<file path="src/rtl/line_seq_pkg.sv">
package line_seq_pkg;

    typedef enum logic [2:0] {
        PER_CTRL      = 3'd0,
        PER_VIDEO     = 3'd1,
        PER_DI_PRE    = 3'd2,
        PER_DI_LEAD   = 3'd3,
        PER_DI_DATA   = 3'd4,
        PER_DI_TRAIL  = 3'd5,
        PER_VID_PRE   = 3'd6,
        PER_VID_GUARD = 3'd7
    } period_e;

    typedef enum logic [1:0] {
        SYM_CTRL  = 2'd0,
        SYM_VIDEO = 2'd1,
        SYM_TERC4 = 2'd2,
        SYM_GUARD = 2'd3
    } sym_e;

    localparam logic [9:0] GUARD_LOW_CODE  = 10'b0100110011;
    localparam logic [9:0] GUARD_HIGH_CODE = 10'b1011001100;
    localparam logic [3:0] CTL_ISLAND_PRE  = 4'b0101;
    localparam logic [3:0] CTL_VIDEO_PRE   = 4'b0001;

    typedef struct packed {
        period_e    period;
        logic [3:0] ctl;
        sym_e       sel2;
        sym_e       sel1;
        sym_e       sel0;
        logic [9:0] g2;
        logic [9:0] g1;
        logic [9:0] g0;
    } lane_word_t;

    // TERC4 character for the island guard on lane 0: nibble {1,1,vsync,hsync}
    function automatic logic [9:0] sync_guard_char(input logic hs, input logic vs);
        logic [9:0] c;
        case ({vs, hs})
            2'b00:   c = 10'b1010001110;
            2'b01:   c = 10'b1001110001;
            2'b10:   c = 10'b0101100011;
            default: c = 10'b1011000011;
        endcase
        return c;
    endfunction

endpackage

</file>
<file path="src/rtl/island_gate.sv">
module island_gate #(
    parameter int CNT_W    = 10,
    parameter int PRE_POS  = 724,
    parameter bit DVI_MODE = 1'b0
) (
    input  logic             clk,
    input  logic             rst,
    input  logic [CNT_W-1:0] hcount,
    input  logic             pkt_avail,
    output logic             island
);
    localparam logic [CNT_W-1:0] PRE_S = CNT_W'(PRE_POS);

    logic line_seen_q;
    logic island_q;
    logic grant;

    generate
        if (DVI_MODE) begin : g_dvi
            assign grant = 1'b0;
        end else begin : g_hdmi
            assign grant = pkt_avail & line_seen_q;
        end
    endgenerate

    always_ff @(posedge clk) begin
        if (rst) begin
            line_seen_q <= 1'b0;
            island_q    <= 1'b0;
        end else begin
            if (hcount == '0)
                line_seen_q <= 1'b1;
            if (hcount == PRE_S)
                island_q <= grant;
        end
    end

    assign island = (hcount == PRE_S) ? grant : island_q;
endmodule

</file>
<file path="src/rtl/line_period_decoder.sv">
module line_period_decoder
    import line_seq_pkg::*;
#(
    parameter int CNT_W    = 10,
    parameter int H_ACTIVE = 720,
    parameter int H_TOTAL  = 858,
    parameter int DI_GAP   = 4,
    parameter int PRE_LEN  = 8,
    parameter int GB_LEN   = 2,
    parameter int PKT_LEN  = 32
) (
    input  logic [CNT_W-1:0] hcount,
    input  logic             island,
    output period_e          period
);
    localparam logic [CNT_W-1:0] ACT_E   = CNT_W'(H_ACTIVE);
    localparam logic [CNT_W-1:0] PRE_S   = CNT_W'(H_ACTIVE + DI_GAP);
    localparam logic [CNT_W-1:0] LEAD_S  = CNT_W'(H_ACTIVE + DI_GAP + PRE_LEN);
    localparam logic [CNT_W-1:0] DATA_S  = CNT_W'(H_ACTIVE + DI_GAP + PRE_LEN + GB_LEN);
    localparam logic [CNT_W-1:0] TRAIL_S = CNT_W'(H_ACTIVE + DI_GAP + PRE_LEN + GB_LEN + PKT_LEN);
    localparam logic [CNT_W-1:0] TRAIL_E = CNT_W'(H_ACTIVE + DI_GAP + PRE_LEN + 2*GB_LEN + PKT_LEN);
    localparam logic [CNT_W-1:0] VPRE_S  = CNT_W'(H_TOTAL - GB_LEN - PRE_LEN);
    localparam logic [CNT_W-1:0] VGB_S   = CNT_W'(H_TOTAL - GB_LEN);
    localparam logic [CNT_W-1:0] TOT     = CNT_W'(H_TOTAL);

    always_comb begin
        if (hcount < ACT_E)
            period = PER_VIDEO;
        else if (island && hcount >= PRE_S && hcount < LEAD_S)
            period = PER_DI_PRE;
        else if (island && hcount >= LEAD_S && hcount < DATA_S)
            period = PER_DI_LEAD;
        else if (island && hcount >= DATA_S && hcount < TRAIL_S)
            period = PER_DI_DATA;
        else if (island && hcount >= TRAIL_S && hcount < TRAIL_E)
            period = PER_DI_TRAIL;
        else if (hcount >= VPRE_S && hcount < VGB_S)
            period = PER_VID_PRE;
        else if (hcount >= VGB_S && hcount < TOT)
            period = PER_VID_GUARD;
        else
            period = PER_CTRL;
    end
endmodule

</file>
<file path="src/rtl/lane_symbol_mapper.sv">
module lane_symbol_mapper
    import line_seq_pkg::*;
#(
    parameter int CNT_W    = 10,
    parameter int DATA_POS = 734,
    parameter int IDX_W    = 5
) (
    input  period_e          period,
    input  logic [CNT_W-1:0] hcount,
    input  logic             hsync,
    input  logic             vsync,
    output lane_word_t       word,
    output logic [IDX_W-1:0] idx
);
    localparam logic [CNT_W-1:0] DATA_S = CNT_W'(DATA_POS);

    logic [CNT_W-1:0] offset;
    assign offset = hcount - DATA_S;

    always_comb begin
        word        = '0;
        word.period = period;
        word.sel0   = SYM_CTRL;
        word.sel1   = SYM_CTRL;
        word.sel2   = SYM_CTRL;
        idx         = '0;
        case (period)
            PER_VIDEO: begin
                word.sel0 = SYM_VIDEO;
                word.sel1 = SYM_VIDEO;
                word.sel2 = SYM_VIDEO;
            end
            PER_DI_PRE:  word.ctl = CTL_ISLAND_PRE;
            PER_VID_PRE: word.ctl = CTL_VIDEO_PRE;
            PER_DI_LEAD, PER_DI_TRAIL: begin
                word.sel0 = SYM_GUARD;
                word.sel1 = SYM_GUARD;
                word.sel2 = SYM_GUARD;
                word.g0   = sync_guard_char(hsync, vsync);
                word.g1   = GUARD_LOW_CODE;
                word.g2   = GUARD_LOW_CODE;
            end
            PER_DI_DATA: begin
                word.sel0 = SYM_TERC4;
                word.sel1 = SYM_TERC4;
                word.sel2 = SYM_TERC4;
                idx       = offset[IDX_W-1:0];
            end
            PER_VID_GUARD: begin
                word.sel0 = SYM_GUARD;
                word.sel1 = SYM_GUARD;
                word.sel2 = SYM_GUARD;
                word.g0   = GUARD_HIGH_CODE;
                word.g1   = GUARD_LOW_CODE;
                word.g2   = GUARD_HIGH_CODE;
            end
            default: ;
        endcase
    end
endmodule

</file>
<file path="src/rtl/line_period_sequencer.sv">
module line_period_sequencer
    import line_seq_pkg::*;
#(
    parameter int CNT_W    = 10,
    parameter int H_ACTIVE = 720,
    parameter int H_TOTAL  = 858,
    parameter int DI_GAP   = 4,
    parameter int PRE_LEN  = 8,
    parameter int GB_LEN   = 2,
    parameter int PKT_LEN  = 32,
    parameter bit DVI_MODE = 1'b0
) (
    input  logic                       clk,
    input  logic                       rst,
    input  logic [CNT_W-1:0]           hcount_i,
    input  logic                       hsync_i,
    input  logic                       vsync_i,
    input  logic                       pkt_avail_i,
    output logic [2:0]                 period_o,
    output logic [3:0]                 ctl_o,
    output logic [5:0]                 sym_sel_o,
    output logic [9:0]                 guard0_o,
    output logic [9:0]                 guard1_o,
    output logic [9:0]                 guard2_o,
    output logic [$clog2(PKT_LEN)-1:0] pkt_idx_o
);
    localparam int IDX_W    = $clog2(PKT_LEN);
    localparam int PRE_POS  = H_ACTIVE + DI_GAP;
    localparam int DATA_POS = H_ACTIVE + DI_GAP + PRE_LEN + GB_LEN;
    localparam int MIN_CTRL = 12;

    logic             island;
    period_e          period_d;
    lane_word_t       word_d, word_q;
    logic [IDX_W-1:0] idx_d, idx_q;

    island_gate #(
        .CNT_W(CNT_W), .PRE_POS(PRE_POS), .DVI_MODE(DVI_MODE)
    ) gate_i (
        .clk(clk), .rst(rst), .hcount(hcount_i),
        .pkt_avail(pkt_avail_i), .island(island)
    );

    line_period_decoder #(
        .CNT_W(CNT_W), .H_ACTIVE(H_ACTIVE), .H_TOTAL(H_TOTAL), .DI_GAP(DI_GAP),
        .PRE_LEN(PRE_LEN), .GB_LEN(GB_LEN), .PKT_LEN(PKT_LEN)
    ) dec_i (
        .hcount(hcount_i), .island(island), .period(period_d)
    );

    lane_symbol_mapper #(
        .CNT_W(CNT_W), .DATA_POS(DATA_POS), .IDX_W(IDX_W)
    ) map_i (
        .period(period_d), .hcount(hcount_i), .hsync(hsync_i), .vsync(vsync_i),
        .word(word_d), .idx(idx_d)
    );

    always_ff @(posedge clk) begin
        if (rst) begin
            word_q <= '0;
            idx_q  <= '0;
        end else begin
            word_q <= word_d;
            idx_q  <= idx_d;
        end
    end

    assign period_o  = word_q.period;
    assign ctl_o     = word_q.ctl;
    assign sym_sel_o = {word_q.sel2, word_q.sel1, word_q.sel0};
    assign guard0_o  = word_q.g0;
    assign guard1_o  = word_q.g1;
    assign guard2_o  = word_q.g2;
    assign pkt_idx_o = idx_q;

    // run of control-coded output clocks, saturating
    logic [4:0] ctrl_run_q;
    always_ff @(posedge clk) begin
        if (rst)
            ctrl_run_q <= '0;
        else if (word_q.period == PER_CTRL || word_q.period == PER_DI_PRE)
            ctrl_run_q <= (ctrl_run_q == 5'd31) ? ctrl_run_q : ctrl_run_q + 5'd1;
        else
            ctrl_run_q <= '0;
    end

    assert_min_ctrl_R12: assert property (@(posedge clk) disable iff (rst)
        (word_q.period == PER_DI_LEAD && $past(word_q.period) == PER_DI_PRE)
            |-> (ctrl_run_q >= 5'(MIN_CTRL)));

    assert_pre_ctl_R3: assert property (@(posedge clk) disable iff (rst)
        (period_o == 3'd2) |-> (ctl_o == 4'b0101));

    assert_guard_char_R4: assert property (@(posedge clk) disable iff (rst)
        (period_o == 3'd3 || period_o == 3'd5) |->
            (guard0_o == 10'b1010001110 || guard0_o == 10'b1001110001 ||
             guard0_o == 10'b0101100011 || guard0_o == 10'b1011000011));

    assert_island_entry_R5: assert property (@(posedge clk) disable iff (rst)
        (period_o == 3'd4 && $past(period_o) != 3'd4) |-> ($past(period_o) == 3'd3));

    assert_index_step_R5: assert property (@(posedge clk) disable iff (rst)
        (period_o == 3'd4 && $past(period_o) == 3'd4) |-> (pkt_idx_o == $past(pkt_idx_o) + 1'b1));

    assert_no_island_dvi_R11: assert property (@(posedge clk) disable iff (rst)
        DVI_MODE |-> (period_o < 3'd2 || period_o > 3'd5));
endmodule

</file>
<file path="config.mk">
export PLATFORM = sky130hd
export DESIGN_NAME = line_period_sequencer
export DESIGN_NICKNAME = d
export VERILOG_FILES = /design/src/rtl/line_seq_pkg.sv /design/src/rtl/island_gate.sv /design/src/rtl/line_period_decoder.sv /design/src/rtl/lane_symbol_mapper.sv /design/src/rtl/line_period_sequencer.sv
export SDC_FILE = /design/constraint.sdc
export NUM_CORES = 1
export LEC_CHECK = 0
export BUFFER_PORTS_ARGS = -buffer_cell sky130_fd_sc_hd__buf_2
export CAP_MARGIN = 20
export CORE_MARGIN = 10
export CORE_UTILIZATION = 42
export DETAILED_ROUTE_END_ITERATION = 8
export PLACE_DENSITY = 0.83
export SYNTH_ARGS = -nofsm -noshare
export SYNTH_HDL_FRONTEND = slang
export SYNTH_SLANG_ARGS = --single-unit
</file>
<file path="constraint.sdc">
create_clock -name clk -period 2.15 [get_ports clk]
set_input_delay 0.3225 -clock clk [delete_from_list [all_inputs] [get_ports clk]]
set_output_delay 0.3225 -clock clk [all_outputs]
set_load 0.01 [all_outputs]
</file>
==> flow_metrics.env <==
export IMPL_status="finished clean"
export IMPL_placedInstanceArea_sq_mm=0.001657
export IMPL_fin_area_sq_mm=0.001709
export IMPL_grt_setup_unrepaired="false"
export IMPL_final_cell_mix="buf_2, dfxtp_1, buf_4"
export IMPL_r2r_slack_ps=420
export IMPL_hold_violations=0
export IMPL_num_io_pins=63
export IMPL_grt_ovfl_total=0
export IMPL_max_cap_violations=0
export IMPL_wl_mm=3.457
export IMPL_min_path_cells=3
export IMPL_setup_viol=0
export IMPL_rows=21
export IMPL_drc=0
export IMPL_grtUsageMet2=0.1727
export IMPL_cp_start_kind="input port"
export IMPL_antenna_found_initial=0
export IMPL_via_per_inst=4.896
export IMPL_area_delta_synth_final_pct=19.51
export IMPL_drt_initial_drc_count=49
export IMPL_htree_levels=1
export IMPL_core_area_sq_mm=0.003311
export IMPL_synth_edff_count=0
export IMPL_final_common_cell="buf_2"
export IMPL_min_period_over_period=0.8633
export IMPL_n_antenna_cell=0
export IMPL_yosys_register_bits=26
export IMPL_p_per_area_mw_per_mm2=533.5
export IMPL_grt_max_degree=16
export IMPL_crit_chain="buf_2 > or4b_4 > o211ai_2 > nand2_1 > a2111o_1 > nand2b_1 > nor2_1"
export IMPL_die_x_microns=78.35
export IMPL_die_y_microns=78.35
export IMPL_pre_cts_slack_ps=-4.735
export IMPL_cts_buffer_depth=2
export IMPL_layout_nets=227
export IMPL_cts_made_buffers=3
export IMPL_r2r_start="gate_i.line_seen_q"
export IMPL_path_buf_inv=1
export IMPL_globalRouteMet3Util=0.03645
export IMPL_holdCritStartpoint="vsync_i"
export IMPL_end_kind="flop"
export IMPL_post_cts_buffers=0
export IMPL_clock_latency_ps=320
export IMPL_cp_arrival_ps=2110
export IMPL_synth_yosys_warnings=0
export IMPL_p_leak_nw=0.8964
export IMPL_postSynth_asyncResetShare=0
export IMPL_cpPeakStageDelay_ps=560
export IMPL_fin_crit_ps=1856
export IMPL_dp_hpwl_mm=2.903
export IMPL_worstRegToRegCells=6
export IMPL_grt_most_used_layer="met2"
export IMPL_drive_above_1_share=0.4069
export IMPL_cts_sinks=26
export IMPL_post_cts_resized=0
export IMPL_yosysSeqAreaShare=0.3640
export IMPL_grtUsageTotal=0.1025
export IMPL_path_max_fanout=5
export IMPL_cts_tree="built"
export IMPL_hold_path_end="guard0_o[9]"
export IMPL_ir_worst_vdd_v=0.0002657
export IMPL_gp_congestion=0.8799
export IMPL_grt_pass1_vias=1161
export IMPL_wl_per_cell_microns=13.83
export IMPL_finalNonFillerCells=250
export IMPL_cts_hold_buf=0
export IMPL_grt_use_met1=0.1138
export IMPL_timing_final_ws_setup_ps=293.8
export IMPL_fin_util=0.5163
export IMPL_clk_pin_slew_ps=140
export IMPL_synth_cell_type_count=46
export IMPL_syn_avg_cell_area_sq_um=9.109
export IMPL_timing_rr_end="pkt_idx_o[3]"
export IMPL_hold_class="in2reg"
export IMPL_syn_area_sq_mm=0.001430
export IMPL_dp_cells=246
export IMPL_initial_core_util=0.4320
export IMPL_cts_root_buf="clkbuf_4"
export IMPL_dieArea_sq_mm=0.006139
export IMPL_cp_data_required_time_ps=2400
export IMPL_n_fill_cell=333
export IMPL_dr_pass1_iters=4
export IMPL_worst_setup_path_type="in2reg"
export IMPL_cpMaxStageDelayCell="or4b_4"
export IMPL_critical_path_top_delay_family="simple AND/OR/NAND/NOR gates"
export IMPL_syn_inst=157
export IMPL_grt_pass1_wl_mm=5.402
export IMPL_io_buffers=55
export IMPL_vias=1224
export IMPL_skew_ps=19.29
export IMPL_synthFlopType="dfxtp_1"
export IMPL_max_freq_mhz=538.7
export IMPL_antenna_left=0
export IMPL_drv_slew=0
-- cells by family (layout without fill, tap and decap cells) --
kind of cell / Yosys count / in the layout / share of synthesized area
fa+ha+maj: 7 / 7 / 0.06124
compound gates: 31 / 31 / 0.1732
flops: 26 / 26 / 0.3640
xor+xnor: 2 / 2 / 0.01225
simple gates: 50 / 50 / 0.2073
other cells: 1 / 7 / 0.002622
buf+inv: 40 / 81 / 0.1793
-- power by group --
group          switching (mW)  internal (mW)
Sequential            0.00104          0.485
Combinational          0.0632         0.0382
Clock                   0.136          0.188
-- state kept, by name, summed over array words and instances, names as in the netlist --
name,flops
gate_i.line_seen_q,1
ctl_o,2
guard0_o,9
guard2_o,2
gate_i.island_q,1
guard1_o,1
sym_sel_o,2
period_o,3
pkt_idx_o,5
-- worst reg2reg max path: cells and delay by family (launching register included) --
| kind | cells | cell delay (ps) |
|---|---|---|
| AO/OA/AOI/OAI | 2 | 620 |
| AND/OR/NAND/NOR | 4 | 660 |
| flip-flops | 1 | 380 |
-- worst max path at each step --
stage	from	to	slack (ps)	cells after the start
global placement	hcount_i[1]	pkt_idx_o[4]	40	7
floorplan	hcount_i[1]	guard0_o[7]	5	8
global route	hcount_i[1]	pkt_idx_o[3]	190	7
CTS	hcount_i[1]	pkt_idx_o[3]	310	7
detailed placement	hcount_i[1]	pkt_idx_o[3]	-5	7
finish	hcount_i[1]	pkt_idx_o[3]	290	7
-- through the flow --
step | hold slack [ps] | TNS [ps] | total power [mW]
global placement | 514.9 | 0 | 0.5943
global route | 330.9 | 0 | 0.9510
finish | 337.0 | 0 | 0.9119
detailed placement | 509.6 | -5.651 | 0.5950
CTS | 328.9 | 0 | 0.9166
floorplan | 406.1 | 0 | 0.5645
-- synthesized netlist by cell type (all sizes together), types with 2 or more instances --
cell type	instances	area, sq um
nor2	11	41.29
nand2b	4	25.02
a21oi	8	43.79
nand2	9	33.78
and2	2	15.02
nand3	2	10.01
dfxtp	26	520.5
a21boi	3	22.52
inv	10	37.54
o41ai	2	32.53
ha	7	87.58
nand4	3	18.77
and3	3	18.77
nor4	5	37.53
buf	27	207.7
nor4b	2	23.77
nor3	4	25.02
o21ai	7	35.03
clkbuf	3	11.26
-- layer usage --
metal | vias up | routed length (microns)
met5 | - | 0
met4 | 0 | 55
met3 | 6 | 329
met2 | 54 | 1642
met1 | 558 | 1428
li1 | 606 | -
-- cell type report --
cell class | count | area, sq um | share of cell area
multi-input combinational | 97 | 675.6 | 0.3953
sequential | 26 | 520.5 | 0.3045
timing repair buffer | 67 | 365.4 | 0.2138
tap | 46 | 57.56 | 0.03367
inverter | 10 | 37.54 | 0.02196
clock inverter | 1 | 30.03 | 0.01757
clock buffer | 3 | 22.52 | 0.01318
Note: power is estimated with default switching activity, not from simulation.
